--- src/rtl/velem_pkg.sv ---
package velem_pkg;

  typedef enum logic [1:0] {
    ACT_SKIP = 2'd0,
    ACT_CALC = 2'd1,
    ACT_FILL = 2'd2
  } elem_act_e;

  // reserved grouping code
  function automatic logic grp_reserved(input logic [2:0] code);
    return code == 3'b100;
  endfunction

  // element count of the destination: (bytes << e) >> log2(size), e floored at 0
  function automatic int calc_total(input int vlenb, input logic [2:0] lmul,
                                    input logic [1:0] sew_l, input logic [1:0] esz_l);
    int e;
    e = int'(esz_l) - int'(sew_l) + int'($signed(lmul));
    if (e < 0) e = 0;
    return (vlenb << e) >> esz_l;
  endfunction

  // contiguous byte lanes for an element of 2^esz_l bytes
  function automatic logic [7:0] lane_bits(input logic [1:0] esz_l);
    case (esz_l)
      2'd0:    return 8'h01;
      2'd1:    return 8'h03;
      2'd2:    return 8'h0F;
      default: return 8'hFF;
    endcase
  endfunction

endpackage

--- src/rtl/velem_total.sv ---
module velem_total #(
  parameter int VLENB_W = 5,
  parameter int IDX_W   = 8
) (
  input  logic [VLENB_W-1:0] vlenb_i,
  input  logic [2:0]         lmul_i,
  input  logic [1:0]         sew_i,
  input  logic [1:0]         esz_i,
  output logic [IDX_W-1:0]   total_o,
  output logic               reserved_o
);
  always_comb begin
    total_o    = IDX_W'(velem_pkg::calc_total(int'(vlenb_i), lmul_i, sew_i, esz_i));
    reserved_o = velem_pkg::grp_reserved(lmul_i);
  end
endmodule

--- src/rtl/velem_classify.sv ---
module velem_classify #(
  parameter int IDX_W = 8,
  parameter int MAXE  = 128,
  localparam int MIDX_W = $clog2(MAXE)
) (
  input  logic [IDX_W-1:0]     idx_i,
  input  logic [IDX_W-1:0]     vl_i,
  input  logic                 vm_i,
  input  logic                 vma_i,
  input  logic                 vta_i,
  input  logic [MAXE-1:0]      mask_i,
  output velem_pkg::elem_act_e act_o
);
  logic mbit;
  assign mbit = mask_i[idx_i[MIDX_W-1:0]];

  always_comb begin
    if (idx_i >= vl_i)
      act_o = vta_i ? velem_pkg::ACT_FILL : velem_pkg::ACT_SKIP;
    else if (!vm_i && !mbit)
      act_o = vma_i ? velem_pkg::ACT_FILL : velem_pkg::ACT_SKIP;
    else
      act_o = velem_pkg::ACT_CALC;
  end
endmodule

--- src/rtl/velem_strobe.sv ---
module velem_strobe #(
  parameter int IDX_W   = 8,
  parameter int BYTE_W  = 10,
  localparam int CHUNK_W = BYTE_W - 3
) (
  input  logic [IDX_W-1:0]   idx_i,
  input  logic [1:0]         esz_i,
  output logic [CHUNK_W-1:0] chunk_o,
  output logic [7:0]         strb_o
);
  logic [BYTE_W-1:0] byte_off;
  always_comb begin
    byte_off = BYTE_W'(idx_i) << esz_i;
    chunk_o  = byte_off[BYTE_W-1:3];
    strb_o   = velem_pkg::lane_bits(esz_i) << byte_off[2:0];
  end
endmodule

--- src/rtl/velem_policy_ctrl.sv ---
module velem_policy_ctrl #(
  parameter int MAX_VLENB = 16,
  localparam int MAXE    = 8 * MAX_VLENB,
  localparam int IDX_W   = $clog2(MAXE + 1),
  localparam int VLENB_W = $clog2(MAX_VLENB + 1),
  localparam int BYTE_W  = $clog2(64 * MAX_VLENB),
  localparam int CHUNK_W = BYTE_W - 3,
  localparam int MIDX_W  = $clog2(MAXE)
) (
  input  logic               clk,
  input  logic               rst_n,
  input  logic               start_i,
  input  logic [IDX_W-1:0]   vstart_i,
  input  logic [IDX_W-1:0]   vl_i,
  input  logic               vm_i,
  input  logic               vma_i,
  input  logic               vta_i,
  input  logic [2:0]         lmul_i,
  input  logic [1:0]         sew_i,
  input  logic [1:0]         esz_i,
  input  logic [VLENB_W-1:0] vlenb_i,
  input  logic [MAXE-1:0]    mask_i,
  output logic               busy_o,
  output logic               wr_en_o,
  output logic               wr_fill_o,
  output logic [IDX_W-1:0]   wr_idx_o,
  output logic [CHUNK_W-1:0] wr_chunk_o,
  output logic [7:0]         wr_strb_o,
  output logic               done_o,
  output logic               vstart_clr_o,
  output logic               illegal_o
);
  import velem_pkg::*;

  // configuration captured at acceptance
  logic             busy_q;
  logic [IDX_W-1:0] idx_q, end_q, vstart_q, vl_q;
  logic             vm_q, vma_q, vta_q;
  logic [1:0]       esz_q;
  logic [MAXE-1:0]  mask_q;
  logic             done_q, clr_q, ill_q;

  // named internal events
  logic             accept_w, reserved_w, early_w, last_w;
  logic [IDX_W-1:0] total_w, end_w;
  elem_act_e        act_w;

  velem_total #(.VLENB_W(VLENB_W), .IDX_W(IDX_W)) u_total (
    .vlenb_i(vlenb_i), .lmul_i(lmul_i), .sew_i(sew_i), .esz_i(esz_i),
    .total_o(total_w), .reserved_o(reserved_w)
  );

  velem_classify #(.IDX_W(IDX_W), .MAXE(MAXE)) u_class (
    .idx_i(idx_q), .vl_i(vl_q), .vm_i(vm_q), .vma_i(vma_q), .vta_i(vta_q),
    .mask_i(mask_q), .act_o(act_w)
  );

  velem_strobe #(.IDX_W(IDX_W), .BYTE_W(BYTE_W)) u_strb (
    .idx_i(idx_q), .esz_i(esz_q), .chunk_o(wr_chunk_o), .strb_o(wr_strb_o)
  );

  assign accept_w = start_i && !busy_q;
  assign early_w  = vstart_i >= vl_i;
  // undisturbed tail: stop at vl; agnostic tail: run to the end of the group
  assign end_w    = (vta_i && (total_w > vl_i)) ? total_w : vl_i;
  assign last_w   = busy_q && (idx_q == IDX_W'(end_q - 1'b1));

  always_ff @(posedge clk or negedge rst_n) begin
    if (!rst_n) begin
      busy_q   <= 1'b0;
      idx_q    <= '0;
      end_q    <= '0;
      vstart_q <= '0;
      vl_q     <= '0;
      vm_q     <= 1'b1;
      vma_q    <= 1'b0;
      vta_q    <= 1'b0;
      esz_q    <= '0;
      mask_q   <= '0;
      done_q   <= 1'b0;
      clr_q    <= 1'b0;
      ill_q    <= 1'b0;
    end else begin
      done_q <= 1'b0;
      clr_q  <= 1'b0;
      ill_q  <= 1'b0;
      if (accept_w) begin
        if (reserved_w) begin
          done_q <= 1'b1;
          ill_q  <= 1'b1;
        end else if (early_w) begin
          done_q <= 1'b1;
          clr_q  <= 1'b1;
        end else begin
          busy_q   <= 1'b1;
          idx_q    <= vstart_i;
          end_q    <= end_w;
          vstart_q <= vstart_i;
          vl_q     <= vl_i;
          vm_q     <= vm_i;
          vma_q    <= vma_i;
          vta_q    <= vta_i;
          esz_q    <= esz_i;
          mask_q   <= mask_i;
        end
      end else if (busy_q) begin
        if (last_w) begin
          busy_q <= 1'b0;
          done_q <= 1'b1;
          clr_q  <= 1'b1;
        end else begin
          idx_q <= idx_q + 1'b1;
        end
      end
    end
  end

  assign busy_o       = busy_q;
  assign wr_en_o      = busy_q && (act_w != ACT_SKIP);
  assign wr_fill_o    = (act_w == ACT_FILL);
  assign wr_idx_o     = idx_q;
  assign done_o       = done_q;
  assign vstart_clr_o = clr_q;
  assign illegal_o    = ill_q;

  // prestart elements are never written
  a_r2_no_prestart: assert property (@(posedge clk) disable iff (!rst_n)
    wr_en_o |-> (wr_idx_o >= vstart_q));

  // a computed write needs an unmasked operation or a set mask bit
  a_r3_mask_gate: assert property (@(posedge clk) disable iff (!rst_n)
    (wr_en_o && !wr_fill_o) |-> (vm_q || mask_q[wr_idx_o[MIDX_W-1:0]]));

  // writes past the length are tail fills under the agnostic policy only
  a_r4_tail_fill: assert property (@(posedge clk) disable iff (!rst_n)
    (wr_en_o && (wr_idx_o >= vl_q)) |-> (wr_fill_o && vta_q));

  // an illegal grouping completes without a clear request and without a walk
  a_r5_illegal_done: assert property (@(posedge clk) disable iff (!rst_n)
    illegal_o |-> (done_o && !vstart_clr_o && !busy_o));

  // one element per cycle, ascending
  a_r9_idx_step: assert property (@(posedge clk) disable iff (!rst_n)
    (busy_o && $past(busy_o)) |-> (wr_idx_o == IDX_W'($past(wr_idx_o) + 1'b1)));

  // completion is never reported while elements are still being visited
  a_r9_done_idle: assert property (@(posedge clk) disable iff (!rst_n)
    done_o |-> !busy_o);

  // strobe width equals element size
  a_r10_strb_width: assert property (@(posedge clk) disable iff (!rst_n)
    wr_en_o |-> ($countones(wr_strb_o) == (1 << esz_q)));

endmodule

--- config.mk ---
export PLATFORM = sky130hd
export DESIGN_NAME = velem_policy_ctrl
export DESIGN_NICKNAME = d
export VERILOG_FILES = /design/src/rtl/velem_pkg.sv /design/src/rtl/velem_total.sv /design/src/rtl/velem_classify.sv /design/src/rtl/velem_strobe.sv /design/src/rtl/velem_policy_ctrl.sv
export SDC_FILE = /design/constraint.sdc
export NUM_CORES = 1
export LEC_CHECK = 0
export BUFFER_PORTS_ARGS = -buffer_cell sky130_fd_sc_hd__buf_2
export CORE_MARGIN = 5
export CORE_UTILIZATION = 50
export CTS_CLUSTER_DIAMETER = 80
export DETAILED_ROUTE_END_ITERATION = 16
export PLACE_DENSITY = 0.74
export SETUP_SLACK_MARGIN = 0.2
export SYNTH_ARGS = -nofsm -noshare
export SYNTH_HDL_FRONTEND = slang
export SYNTH_HIERARCHICAL = 1
export SYNTH_SLANG_ARGS = --single-unit
export TNS_END_PERCENT = 5
--- constraint.sdc ---
create_clock -name clk -period 4.3 [get_ports clk]
set_input_delay 0.43 -clock clk [delete_from_list [all_inputs] [get_ports clk]]
set_output_delay 0.43 -clock clk [all_outputs]
set_load 0.05 [all_outputs]
==> impl_metrics.ini, run 1 <==
[status]
status = finished with violations
violations = negative hold slack

[sta]
max_slew_margin_pct = 45.3
fmax_mhz = 242
fin_crit_ns = 4.13
setup_tns_ns = 0
drv_slew = 0
tightest_slew_ns = 0.819
layout_setup_ws_ns = 0.171
finClkSkew_ns = 0.00741
min_period_over_period_pct = 96.0
hold_viol_final = 2
setup_viol = 0
rsz0062_at_grt = true
fin_hold_ws_ns = -0.00406

[routing]
drtIter0Drc = 508
via_count = 8398
drcViolationCount = 0
routed_wl_um = 25700
dr.pass1.iters = 5
wl_per_cell_um = 16.7
antenna_left = 0
routed_via_density = 5.46

[worst_setup_path]
start_kind = input port
crit_arrival_ns = 4.39
end_kind = register
ff2ff_setup_slack_ns = 1.83
r2r-start = wr_idx_o[2]
crit_fanout = 8
crit_type = input port to register
reg2reg_to = wr_idx_o[7]
crit_required_ns = 4.56
r2r_cells = 6

[grt]
track_usage_pct = 23.7
grt_pass1_vias = 8332
grt_max_degree = 98
grt_pass1_wl_um = 41900
antenna_found_initial = 0
grt_overflow_total = 0

[clock_network]
cts_buffers = 17
clk_pin_slew_ns = 0.06
hold_buffers = 0
cts.sinks = 161
clkLatencyLatePin_ns = 0.43
cts_tree = yes
cts_htree_levels = 4
clockBufferDepth = 2
clockRootBuffer = clkbuf_16

[yosys]
synth_async_sr_flop_share_pct = 100
synth-simple-area-share_pct = 25.0
syn-num-nets = 1294
synth_adder_area_share_pct = 4.33
ys_seq_area_share_pct = 42.0
muxShareOfSynthArea_pct = 10.2
netlist_instances = 1100
ys.flop_type = dfrtp_1
synth_warnings = 6
synth_compound_area_share_pct = 11.7
synthXorXnorAreaFrac_pct = 1.10
synth_area_mm2 = 0.00958
synth_top_family_by_area = simple AND/OR/NAND/NOR gates
synth-seq-cells = 161
synth.avg_cell_area_um2 = 8.71
synth_edf_count = 0
synthDistinctLibCells = 86

[layout]
nNetsFinal = 1486
final_cell_mix = 436 x nand2_1, 188 x buf_2, 158 x dfrtp_1
postLayoutCellArea_mm2 = 0.0116
drive_above_1_share_pct = 27.0
final-seq-area_mm2 = 0.00404
fin_util_pct = 62.0
num_antenna_cells = 0
area_growth_pct = 21.3
finalNonFillerCells = 1539
multiInputGateArea_mm2 = 0.00524
n_fill_cell = 1646
final_common_cell = nand2_1

[floorplan]
rows = 50
initial_core_util_pct = 51.1
die_w_um = 148
ios = 191
die_area_mm2 = 0.0220
fp.dieH_um = 148
core_area_mm2 = 0.0188

[placement]
dp.cells = 1497
hpwl_um = 18600
placed_area_mm2 = 0.0108
place.gp.congestion = 0.895
post-place-ws_ns = -0.335
port_buffers = 190

[power_and_ir_drop]
vdd_drop_max_mv = 0.251
leakagePower_nw = 6.19
power_density_mw_per_mm2 = 310

[worst_hold_path]
hp-class = input port to async pin

[run]
cap_viol_max_count = 0
report_power, final:
part | switching [mW] | total [mW] | internal, mW
Combinational | 0.317 | 0.628 | 0.310
Clock | 0.657 | 1.45 | 0.796
Sequential | 0.00494 | 1.52 | 1.51
routing by layer:
metal | track usage, % | wire length [um] | up-vias
met1 | 33.3 | 11600 | 3968
met3 | 5.09 | 1600 | 43
li1 | - | - | 4106
met2 | 36.9 | 12000 | 281
met4 | 7.58 | 575 | 0
met5 | 0 | 0 | -
timing repair:
action,in CTS,in global routing
buffers inserted,0,10
pin swaps,1,23
cloned,0,0
gates resized for setup,1,40
endpoints found under the setup margin,8,10
worst max-delay path by stage:
| stage | from | end | slack [ns] | depth (start not counted) |
|---|---|---|---|---|
| floorplan | esz_i[0] | end_q[0] | 0.09 | 20 |
| global placement | esz_i[0] | end_q[0] | -0.22 | 18 |
| detailed placement | esz_i[0] | end_q[3] | -0.34 | 18 |
| CTS | esz_i[0] | end_q[3] | 0.22 | 18 |
| global route | esz_i[0] | end_q[1] | 0.05 | 21 |
| finish | esz_i[0] | end_q[4] | 0.17 | 18 |
kinds of logic after synthesis:
group,count (synthesis)
mux,67
fa+ha+maj,32
flops,161
simple gates,571
xor+xnor,12
compound gates,158
buf+inv,99
critical path, cell delays in order:
cell      delay [ns]
buf_4           0.10
clkinv_4        0.05
ha_2            0.15
inv_1           0.06
fa_2            0.47
fa_2            0.69
nor2_2          0.08
a211oi_2        0.30
o22ai_2         0.12
mux2_4          0.30
o311ai_4        0.31
ha_1            0.28
nor2b_1         0.13
o21a_1          0.16
o21a_1          0.24
o21a_4          0.28
o21ai_1         0.12
a31oi_1         0.10
flip-flops by register name, summed over array words and instances, names as in the netlist, 2 cells and up:
name / cells
mask_q: 128
end_q: 8
vl_q: 8
wr_idx_o: 8
esz_q: 2
cell usage after synthesis (4+ instances only):
cell | number | share of area, %
nand3_1 | 26 | 1.4
mux4_2 | 23 | 5.4
a31oi_1 | 11 | 0.72
nor2b_1 | 11 | 0.72
mux2i_1 | 35 | 3.7
nand2b_1 | 14 | 0.91
buf_6 | 8 | 0.94
buf_4 | 20 | 1.6
inv_1 | 35 | 1.4
nor3_1 | 10 | 0.52
o22ai_1 | 8 | 0.52
buf_2 | 19 | 0.99
nor2_1 | 36 | 1.4
o21a_1 | 7 | 0.55
nand2_1 | 437 | 17
o21ai_1 | 12 | 0.63
ha_1 | 30 | 3.9
o21ai_0 | 31 | 1.6
xnor2_1 | 7 | 0.64
o211ai_1 | 7 | 0.55
clkbuf_1 | 11 | 0.43
a21o_1 | 7 | 0.55
nand4_1 | 8 | 0.52
a21oi_1 | 19 | 0.99
xor2_1 | 5 | 0.46
dfrtp_1 | 160 | 42
o221ai_1 | 5 | 0.46
a22oi_1 | 7 | 0.55
and2_1 | 4 | 0.26
mux2_2 | 5 | 0.59
cell type report:
class / instances / share of cell area [%]
Timing Repair Buffer: 235 / 11.6
Clock inverter: 12 / 0.968
Sequential cell: 161 / 34.7
Tap cell: 234 / 2.52
Multi-Input combinational cell: 840 / 45.0
Inverter: 37 / 1.24
Clock buffer: 20 / 3.93
per-stage QoR:
stage	power, mW	hold slack (ns)
finish	3.60	-0.00406
global placement	2.05	0.452
floorplan	1.85	0.134
CTS	3.52	0.0171
detailed placement	2.06	0.458
global route	3.77	0.0375
No activity file was read; power rests on OpenSTA's default activity.
==> run 2, diff against run 1 <==
--- a/config.mk
+++ b/config.mk
@@ -11,6 +11,7 @@
 export CTS_CLUSTER_DIAMETER = 80
 export DETAILED_ROUTE_END_ITERATION = 16
 export PLACE_DENSITY = 0.74
+export RECOVER_POWER = 100
 export SETUP_SLACK_MARGIN = 0.2
 export SYNTH_ARGS = -nofsm -noshare
 export SYNTH_HDL_FRONTEND = slang
==> run 2 against run 1 <==
  * The flow finishes with violations (negative hold slack, max-capacitance violations, max-slew violations)
  * Count of clock-buffer cells in the layout stayed put
  * Clock skew hardly changed
  * Sequential share of layout area is 0.31 points higher
==> impl_metrics.ini, run 2 (synthesis gave the netlist of run 1 again) <==
[status]
status = finished with violations
violations = negative hold slack, max-capacitance violations, max-slew violations

[sta]
drv_slew = 184
setup_viol = 0
max_slew_margin_pct = -61.3
tightest_slew_ns = 2.42
hold_viol_final = 2
finClkSkew_ns = 0.00749
setup_tns_ns = 0
rsz0062_at_grt = true
fmax_mhz = 241
fin_crit_ns = 4.14
fin_hold_ws_ns = -0.00582
min_period_over_period_pct = 96.4

[clock_network]
clockBufferDepth = 2
cts_buffers = 17
clkLatencyLatePin_ns = 0.43
cts_tree = yes
cts.sinks = 161
cts_htree_levels = 4
clockRootBuffer = clkbuf_16
hold_buffers = 0
clk_pin_slew_ns = 0.06

[routing]
routed_wl_um = 25800
dr.pass1.iters = 5
wl_per_cell_um = 16.7
routed_via_density = 5.46
drtIter0Drc = 457
drcViolationCount = 0
antenna_left = 0
via_count = 8404

[grt]
grt_overflow_total = 0
grt_max_degree = 98
antenna_found_initial = 0
track_usage_pct = 23.7
grt_pass1_vias = 8332
grt_pass1_wl_um = 41900

[power_and_ir_drop]
power_mw = 3.60
vdd_drop_max_mv = 0.249
power_density_mw_per_mm2 = 312
leakagePower_nw = 6.09

[placement]
port_buffers = 190
hpwl_um = 18600
place.gp.congestion = 0.895
placed_area_mm2 = 0.0108

[worst_setup_path]
crit_type = input port to register
start_kind = input port
end_kind = register
crit_arrival_ns = 4.38
crit_required_ns = 4.54
ff2ff_setup_slack_ns = 0.92
crit_fanout = 8

[layout]
largest_register = mask_q
fin_util_pct = 61.4
drive_above_1_share_pct = 24.8
final_cell_mix = 436 x nand2_1, 165 x buf_2, 158 x dfrtp_1
area_growth_pct = 20.3
final_common_cell = nand2_1
largest_reg_flops = 128
num_antenna_cells = 0
nNetsFinal = 1486
postLayoutCellArea_mm2 = 0.0115

[floorplan]
initial_core_util_pct = 51.1
core_area_mm2 = 0.0188
fp.dieH_um = 148
ios = 191
die_w_um = 148
die_area_mm2 = 0.0220
rows = 50

[run]
cap_viol_max_count = 2

[worst_hold_path]
hp-class = input port to async pin
[run 2: cell types whose count changed in the layout (fill, tap and decap cells not counted), sizes merged]
cell,change
clkbuf,+31
buf,-31
[run 2: per-stage QoR]
step                setup WS (ns)  hold WS [ns]  std cells
CTS                         0.218        0.0171       1529
floorplan                  0.0921         0.134       1100
global placement           -0.215         0.452       1497
global route               0.0180        0.0313       1539
detailed placement         -0.335         0.458       1497
finish                      0.155      -0.00582       1539
[run 2: layout make-up]
type	instances	area (um2)
fillers	1667	7240
clock inverters	12	113
well taps	234	293
flip-flops and latches	161	4040
inverters	37	144
repair buffers	235	1270
clock buffers	20	457
multi-input cells	840	5210
[run 2: worst paths after layout]
| kind | start | endpoint | cells past startpoint |
|---|---|---|---|
| max in group asynchronous | rst_n | mask_q[43] | 2 |
| min in group clk | mask_i[6] | mask_q[6] | 3 |
| max | esz_i[0] | end_q[4] | 18 |
| min | rst_n | mask_q[100] | 1 |
| min reg2reg | mask_q[104] | mask_q[104] | 2 |
| max reg2reg | busy_o | wr_idx_o[0] | 7 |
[run 2: power by group]
group | leakage [nW] | internal, mW | switching (mW)
registers | 2.21 | 1.52 | 0.00491
logic | 3.59 | 0.307 | 0.316
clock network | 0.282 | 0.796 | 0.656
total | 6.09 | 2.62 | 0.977
[run 2: worst max-delay path: stages]
cell	delay, ns
buf_4	0.10
clkinv_4	0.05
ha_2	0.15
inv_1	0.06
fa_2	0.47
fa_2	0.69
nor2_2	0.08
a211oi_2	0.30
o22ai_2	0.12
mux2_4	0.30
o311ai_4	0.31
ha_1	0.28
nor2b_1	0.13
o21a_1	0.16
o21a_1	0.24
o21a_4	0.28
o21ai_1	0.12
a31oi_1	0.10
[run 2: what timing repair did]
| item | CTS | global route |
|---|---|---|
| pin swaps | 1 | 23 |
| endpoints found under the hold margin | 0 | 0 |
| resized for setup | 1 | 40 |
| setup endpoints to repair | 8 | 10 |
| setup buffers | 0 | 10 |
[run 2: layer usage]
layer,vias up,share of wire [%],global-route usage [%]
li1,4117,-,-
met1,3986,45,33.3
met2,263,47,36.9
met3,38,6.0,5.09
met4,0,2.2,7.58
met5,-,0,0
==> run 3, diff against run 2 <==
--- a/config.mk
+++ b/config.mk
@@ -6,7 +6,6 @@
 export NUM_CORES = 1
 export LEC_CHECK = 0
 export BUFFER_PORTS_ARGS = -buffer_cell sky130_fd_sc_hd__buf_2
-export CORE_MARGIN = 5
 export CORE_UTILIZATION = 50
 export CTS_CLUSTER_DIAMETER = 80
 export DETAILED_ROUTE_END_ITERATION = 16
==> constraint.sdc (replaced) <==
create_clock -name clk -period 4.15 [get_ports clk]
set_input_delay 0.415 -clock clk [delete_from_list [all_inputs] [get_ports clk]]
set_output_delay 0.415 -clock clk [all_outputs]
set_load 0.05 [all_outputs]
==> run 3 against run 2 <==
  * The flow finishes with violations (max-capacitance violations, max-slew violations)
  * Via count up 0.43%
  * Cell area is 0.34% higher
  * Cell count grew 0.19%
  * Count of clock-buffer cells in the layout fell by 3
  * Core utilization grew 0.21 points
  * Sequential share of layout area shrank 0.14 points
  * First-iteration DRC count down 3.7%
  * Combinational power shrank 0.6%
  * Clock skew is 0.0024 ns lower
  * Critical path type unchanged
  * Largest cell class unchanged
==> impl_metrics.ini, run 3 (synthesis gave the netlist of run 1 again) <==
[status]
status = finished with violations
violations = max-capacitance violations, max-slew violations

[worst_hold_path]
hp-class = input port to register
hold-path-endpoint = mask_q[6]
holdCritStartpoint = mask_i[6]
min_path_cells = 3

[sta]
max_slew_margin_pct = -80.3
tightest_slew_ns = 2.70
finClkSkew_ns = 0.00511
fin_crit_ns = 3.95
rsz0062_at_grt = true
drv_slew = 109
fin_hold_ws_ns = 0.169
setup_viol = 0
layout_setup_ws_ns = 0.204
min_period_over_period_pct = 95.1
fmax_mhz = 253
hold_viol_final = 0

[clock_network]
clk_pin_slew_ns = 0.07
clockRootBuffer = clkbuf_16
cts.sinks = 161
cts_buffers = 17
clkLatencyLatePin_ns = 0.43
clockBufferDepth = 2
cts_htree_levels = 4
hold_buffers = 0
cts_tree = yes

[worst_setup_path]
crit_chain = buf_8 -> inv_8 -> ha_4 -> inv_2 -> fa_2 -> fa_2 -> buf_6 -> mux2i_1 -> a2bb2oi_2 -> o22ai_1 -> buf_4 -> nor2_4 -> o21ai_2 -> o311ai_4 -> ha_1 -> nor2b_4 -> o21a_1 -> o21a_1 -> o21ai_4 -> nand3_1 -> a31oi_1
r2r_cells = 7
start_kind = input port
crit_path_max_incr_delay_ns = 0.66
cp_slowest_cell = fa_2
r2r-start = busy_o
crit_fanout = 8
ff2ff_setup_slack_ns = 0.86
crit_required_ns = 4.50
crit_type = input port to register
reg2reg_to = mask_q[19]
cp_num_buf_inv = 5
crit_arrival_ns = 4.29
end_kind = register
crit_family = adder cells

[grt]
track_usage_pct = 26.3
antenna_found_initial = 1
grt_max_degree = 109
grt_overflow_total = 0
grt_pass1_vias = 8164
grt_pass1_wl_um = 40700

[placement]
hpwl_um = 17900
post-place-ws_ns = -0.465
port_buffers = 190
place.gp.congestion = 0.921

[layout]
largest_register = mask_q
fin_util_pct = 61.6
drive_above_1_share_pct = 24.8
final_cell_mix = 436 x nand2_1, 162 x buf_2, 158 x dfrtp_1
nNetsFinal = 1488
final_common_cell = nand2_1
largest_reg_flops = 128
area_growth_pct = 20.7

[power_and_ir_drop]
power_density_mw_per_mm2 = 329
power_mw = 3.81
vdd_drop_max_mv = 0.258
leakagePower_nw = 6.10

[routing]
via_count = 8440
drtIter0Drc = 440
wl_per_cell_um = 16.3
routed_wl_um = 25100
dr.pass1.iters = 5
drcViolationCount = 0
antenna_left = 0
routed_via_density = 5.47

[floorplan]
core_area_mm2 = 0.0188
rows = 50
die_w_um = 140
ios = 191
initial_core_util_pct = 51.1
die_area_mm2 = 0.0197
fp.dieH_um = 140

[run]
cap_viol_max_count = 1
==> run 3: area by class of cell <==
class	instances	area, um2
clock inverter	15	184
tap	234	293
sequential	161	4040
multi-input combinational	840	5180
clock buffer	17	425
fill	1649	7200
timing repair buffer	237	1300
antenna	1	2.50
inverter	37	146
==> run 3: worst max-delay path by stage <==
stage | cells after the start | endpoint | startpoint
6_report | 21 | end_q[5] | esz_i[0]
5_1_grt | 21 | end_q[7] | esz_i[0]
4_1_cts | 20 | end_q[5] | esz_i[0]
3_5_place_dp | 18 | end_q[5] | esz_i[0]
3_3_place_gp | 19 | end_q[1] | esz_i[0]
2_1_floorplan | 20 | end_q[0] | esz_i[0]
==> run 3: tightest hold or removal path: cells and delay by family <==
family	cells	cell delay [ns]
buf+inv	1	0.07
simple gates	2	0.08
==> run 3: routing by layer <==
layer	vias to the layer above	global-route usage, %	wire, um
met3	33	3.83	1310
li1	4126	-	-
met2	261	42.7	11800
met4	0	8.35	445
met1	4020	36.6	11600
met5	-	0	0
==> run 3: what timing repair did <==
| action | 4_1_cts | 5_1_grt |
|---|---|---|
| endpoints found under the setup margin | 8 | 10 |
| setup buffers | 6 | 3 |
| pin swaps | 8 | 15 |
| gates resized for setup | 15 | 28 |
==> run 3: where the power goes <==
part / internal [mW] / switching [mW] / leakage, nW / total [mW]
logic: 0.302 / 0.317 / 3.59 / 0.619
clock network: 0.871 / 0.742 / 0.298 / 1.61
registers: 1.57 / 0.00496 / 2.22 / 1.57
total: 2.74 / 1.06 / 6.10 / 3.81
==> run 3: through the flow <==
step	TNS, ns	area, um2	cells
6_report	0	11600	1542
5_1_grt	-0.00234	11600	1541
4_1_cts	0	11500	1538
3_5_place_dp	-3.53	10800	1500
3_3_place_gp	-3.49	10800	1500
2_1_floorplan	-0.342	9660	1100
